[src/rtl/wb_burst_mem.sv]
module wb_burst_mem #(
  parameter int AW = 6,
  parameter int DW = 32
) (
  input  logic            clk,
  input  logic            rst,
  input  logic            cyc_i,
  input  logic            stb_i,
  input  logic            we_i,
  input  logic [DW/8-1:0] sel_i,
  input  logic [AW-1:0]   adr_i,
  input  logic [DW-1:0]   dat_i,
  input  logic [2:0]      cti_i,
  input  logic [1:0]      bte_i,
  output logic [DW-1:0]   dat_o,
  output logic            ack_o
);
  localparam int SW    = DW / 8;
  localparam int DEPTH = 1 << AW;
  localparam logic [2:0] CT_CONST = 3'b001;
  localparam logic [2:0] CT_INCR  = 3'b010;
  localparam logic [2:0] CT_LAST  = 3'b111;

  logic [DW-1:0] mem [DEPTH];
  logic          ack_q;
  logic          brst_q;
  logic [AW-1:0] nxt_q;

  wire req      = cyc_i & stb_i;
  wire cti_brst = (cti_i == CT_CONST) | (cti_i == CT_INCR);
  wire fresh    = req & ~ack_q;
  wire cont     = req & ack_q & brst_q & cti_brst;
  wire [AW-1:0] rd_adr = cont ? nxt_q : adr_i;

  assign ack_o = ack_q & req;

  function automatic logic [AW-1:0] step(input logic [AW-1:0] a,
                                         input logic [2:0] c,
                                         input logic [1:0] b);
    logic [AW-1:0] inc;
    logic [AW-1:0] m;
    inc = a + 1'b1;
    case (b)
      2'b01:   m = AW'(3);
      2'b10:   m = AW'(7);
      2'b11:   m = AW'(15);
      default: m = '1;
    endcase
    if (c == CT_CONST) return a;
    return (a & ~m) | (inc & m);
  endfunction

  always_ff @(posedge clk) begin
    if (rst) begin
      ack_q  <= 1'b0;
      brst_q <= 1'b0;
      nxt_q  <= '0;
      dat_o  <= '0;
    end else if (fresh | cont) begin
      ack_q  <= 1'b1;
      brst_q <= cti_brst;
      nxt_q  <= step(rd_adr, cti_i, bte_i);
      dat_o  <= mem[rd_adr];
    end else begin
      ack_q  <= 1'b0;
      brst_q <= 1'b0;
    end
  end

  always_ff @(posedge clk) begin
    if (ack_o & we_i) begin
      for (int l = 0; l < SW; l++)
        if (sel_i[l]) mem[adr_i][l*8 +: 8] <= dat_i[l*8 +: 8];
    end
  end

  AST_CLASSIC_LATENCY: assert property (@(posedge clk) disable iff (rst)
    (cyc_i && stb_i && !ack_q) |=> ack_q);
  AST_CLASSIC_SINGLE: assert property (@(posedge clk) disable iff (rst)
    (ack_o && cti_i != CT_CONST && cti_i != CT_INCR) |=> !ack_q);
  AST_BURST_STREAM: assert property (@(posedge clk) disable iff (rst)
    (ack_o && brst_q && cti_i == CT_INCR) |=> ack_q);
  AST_WRAP4_UPPER: assert property (@(posedge clk) disable iff (rst)
    (ack_o && brst_q && cti_i == CT_INCR && bte_i == 2'b01)
      |=> nxt_q[AW-1:2] == $past(nxt_q[AW-1:2]));
  AST_CONST_HOLD: assert property (@(posedge clk) disable iff (rst)
    (ack_o && brst_q && cti_i == CT_CONST) |=> (ack_q && $stable(nxt_q)));
  AST_END_QUIET: assert property (@(posedge clk) disable iff (rst)
    (ack_o && cti_i == CT_LAST) |=> !ack_q);
  AST_GAP_DISCARD: assert property (@(posedge clk) disable iff (rst)
    (ack_q && !stb_i) |=> (!ack_q && !brst_q));
  AST_CYC_DISCARD: assert property (@(posedge clk) disable iff (rst)
    (!cyc_i) |=> (!ack_q && !brst_q));
endmodule

[config.mk]
export PLATFORM = sky130hd
export DESIGN_NAME = wb_burst_mem
export DESIGN_NICKNAME = d
export VERILOG_FILES = /design/src/rtl/wb_burst_mem.sv
export SDC_FILE = /design/constraint.sdc
export NUM_CORES = 2
export LEC_CHECK = 0
export BUFFER_PORTS_ARGS = -buffer_cell sky130_fd_sc_hd__buf_2
export CORE_ASPECT_RATIO = 0.5
export CORE_UTILIZATION = 34
export CTS_CLUSTER_SIZE = 12
export DETAILED_ROUTE_END_ITERATION = 8
export MAX_ROUTING_LAYER = met4
export SYNTH_ARGS = -nofsm -noshare
export SYNTH_HDL_FRONTEND = slang
export SYNTH_SLANG_ARGS = --single-unit
[constraint.sdc]
create_clock -name clk -period 3.06 [get_ports clk]
set_input_delay 0.306 -clock clk [delete_from_list [all_inputs] [get_ports clk]]
set_output_delay 0.306 -clock clk [all_outputs]
set_load 0.01 [all_outputs]
==> results by group <==
Outcome
  • Run status: finished with violations
  • Violated checks: setup timing

GRT
  • Initial antenna violation count: 27
  • Largest net degree at the start of global routing: 65
  • All-Layer GR Usage: around a quarter
  • First-pass GRT wire length: 394000 um
  • Total gr overflow: 0
  • Number of global-route vias before repair: 49800

Power
  • Clk pwr share: 39.4%
  • Overall power: between 50000 and 60000 uW
  • Internal Power: 45900 uW
  • P_sw: 13200 uW
  • Peak supply drop: 0.626 mV
  • Pwr dens: 581 nW/um^2
  • Net switching fraction of the power: 22.3%
  • Comb power frac: 7.3%
  • Leakage power: 0.0343 uW
  • Reg power frac: 53.3%

STA
  • Fmax: 322 MHz
  • RSZ-0062 raised after global routing: yes
  • Final WS setup: -48.8 ps
  • Final Critical Period: 3110 ps
  • Worst Tran Pin Value: about 1300 ps
  • Slew Limit Fails: 0
  • Slew headroom: 12.9%
  • Period utilisation layout: 102%
  • WHS: 34.0 ps
  • Setup violators final: 5
  • Clock Skews: approximately 29 ps
  • Hold Fails Final Rpt: 0

Synthesis
  • Synth async-reset ratio: 0%
  • Netlist cell types: 73
  • Mapped cell area: 82000 sq um
  • Yosys warns: 0
  • Synth Net Count: 5172
  • Cells after Synth: roughly 5100
  • EDFF count, synth: about 2000
  • Post-synth top area cell: edfxtp_1
  • Commonest cells in the netlist: edfxtp_1, nand2_1, nor2_1
  • Primary FF master, synth: edfxtp_1
  • Seq/Total Area, Yosys: about 76%
  • Top-area cell type share of the netlist area: roughly three quarters
  • Top-count cell post-synth: edfxtp_1
  • Synth Area per Inst: 16.0 sq um
  • Ranking of synthesized cells by area: edfxtp_1, mux4_2, nand2_1
  • Yosys reg bits: around 2100

Setup path
  • Reg2reg setup slack: -50 ps
  • Endpoint class of the critical path: register
  • Worst Setup SP: ack_q
  • Reg-to-Reg Start: ack_q
  • R2R cell count: 12
  • Worst Path Arrival: 3890 ps
  • CP endpoint: dat_o[19]
  • Max FO, Critical Path: 34
  • Critical Path Start Type: register
  • R2R Path End: dat_o[19]
  • Setup CP Type: register to register
  • Critical Path RT: about 3800 ps

Routing
  • Avg WL per Cell: between 30 and 40 um
  • Remaining DRCs: 0
  • Routed Antenna Nets: 0
  • Vias: roughly 53000
  • Initial DRC count: ~8300
  • Vias per inst: around 5.6
  • DR pass1 iterations: 8
  • Routed wire length: 291000 um

Worst hold path
  • Worst min path class: primary input to register

Cells and area
  • Layout area overhead: 24.0%
  • Fin nets: a little over 6000
  • Layout cells sized above 1: about a quarter
  • Final instance area: between 100000 and 150000 sq um

Placement
  • Placed inst area: 93400 sq um
  • Port-buffer cells: 84
  • Gpl congestion: 0.938
  • Post-DP HPWL: 196000 um
  • Setup WS pre-CTS: -819 ps

Floorplanning
  • Die ar.: between 200000 and 250000 sq um
  • Die outline height: 349 um
  • Core Area: 240000 sq um
  • IO Pins: 85
  • Die Wd: around 700 um
  • Row count: 127
  • Initial Util: 34.2%

Clock tree
  • Clk_lat worst skew: ~840 ps
  • Max Root-Sink Buffers: 3
  • CTS tree: yes
  • CTS Sinks: around 2100
  • Root Buffer: clkbuf_16
  • CTS Buf Count: 200
  • H-tree levels: 4
  • Clock-pin transition on the worst setup and hold timing paths: 60 ps

Job
  • Max-cap viol count: 0
==> routing by layer <==
layer | vias to the layer above | wire length, um | global-route usage, %
met2 | 3467 | 126000 | 33.9
met5 | - | 0 | -
met3 | 562 | 36200 | 6.22
met1 | 27300 | 116000 | 32.4
li1 | 22100 | - | -
met4 | 0 | 13600 | 9.49
==> sequential cells by signal, indices dropped and copies added, names as in the netlist <==
name / cells
mem: 2048
brst_q: 1
ack_q: 1
nxt_q: 6
dat_o: 32
==> layout by cell type, fill, tap and decap left out, types with 17 or more instances in the layout <==
cell	count
mux2i_1	199
buf_2	84
nor2_1	298
a32oi_1	114
a221oi_1	18
buf_12	115
buf_6	28
a211oi_1	50
a31oi_1	102
nand4_1	25
a22o_1	17
buf_4	825
and3_1	64
a221o_1	19
nand3_1	205
a22oi_1	39
diode_2	26
clkbuf_16	217
nand2_1	924
dfxtp_1	38
edfxtp_1	2048
mux4_2	175
clkbuf_1	113
a21oi_1	106
o21ai_0	29
==> worst max-delay path, cell delays in order (launching register included) <==
cell and delay (ps):
dfxtp_4 370, buf_6 90, and4_4 210, nand4_1 150
buf_8 240, nand2_8 200, buf_16 240, buf_12 260
nand2_1 90, a32oi_1 270, a31oi_2 220, a2111oi_2 460
a221o_1 160
==> worst min-delay path by stage <==
stage	start	to	slack, ps	cells past startpoint
after floorplan	dat_i[0]	mem[0][0]	400	0
after global placement	nxt_q[1]	nxt_q[1]	470	2
after detailed placement	nxt_q[1]	nxt_q[1]	480	2
after CTS	cti_i[1]	nxt_q[0]	2	5
after global routing	dat_i[12]	mem[13][12]	20	1
final	dat_i[12]	mem[13][12]	30	1
==> metrics by stage <==
stage          setup TNS (ps)  utilization, %  std cells
6_report                -69.6            42.4       9504
5_1_grt                  -595            42.4       9500
4_1_cts                 -39.2            41.8       9422
3_5_place_dp           -14100            38.9       9036
3_3_place_gp           -13360            38.9       9035
2_1_floorplan               0               -       5118
==> power by group through the flow <==
| stage | clock, uW | sequential (uW) | combinational [uW] |
|---|---|---|---|
| finish | 23300 | 31500 | 4290 |
| floorplan | 0 | 32100 | 1520 |
| CTS | 23400 | 31500 | 3980 |
| global placement | 0 | 32100 | 3790 |
| global route | 24500 | 31500 | 4410 |
| detailed placement | 0 | 32100 | 3820 |
==> logic make-up after synthesis <==
kind of cell,after synthesis,synth area share [%]
flops,2088,75.9
buf+inv,329,2.08
xor+xnor,6,0.0732
compound gates,703,6.36
fa+ha+maj,2,0.0305
simple gates,1607,8.16
mux,383,7.35
==> cell type report <==
class	instances	area [sq um]
antenna	26	65.1
tap	3225	4040
timing repair buffer	1104	10200
inverter	8	30.0
clock inverter	16	156
clock buffer	335	5800
sequential	2088	62300
multi-input combinational	2702	19100
fill	21300	138000
==> what timing repair did <==
action	in CTS	in global routing
setup endpoints to repair	32	32
hold buffers	15	0
resized for setup	117	133
buffers inserted	20	48
hold endpoints to repair	293	0
cloned	2	11
pin swaps	11	45
Note: power is estimated with default switching activity, not from simulation.
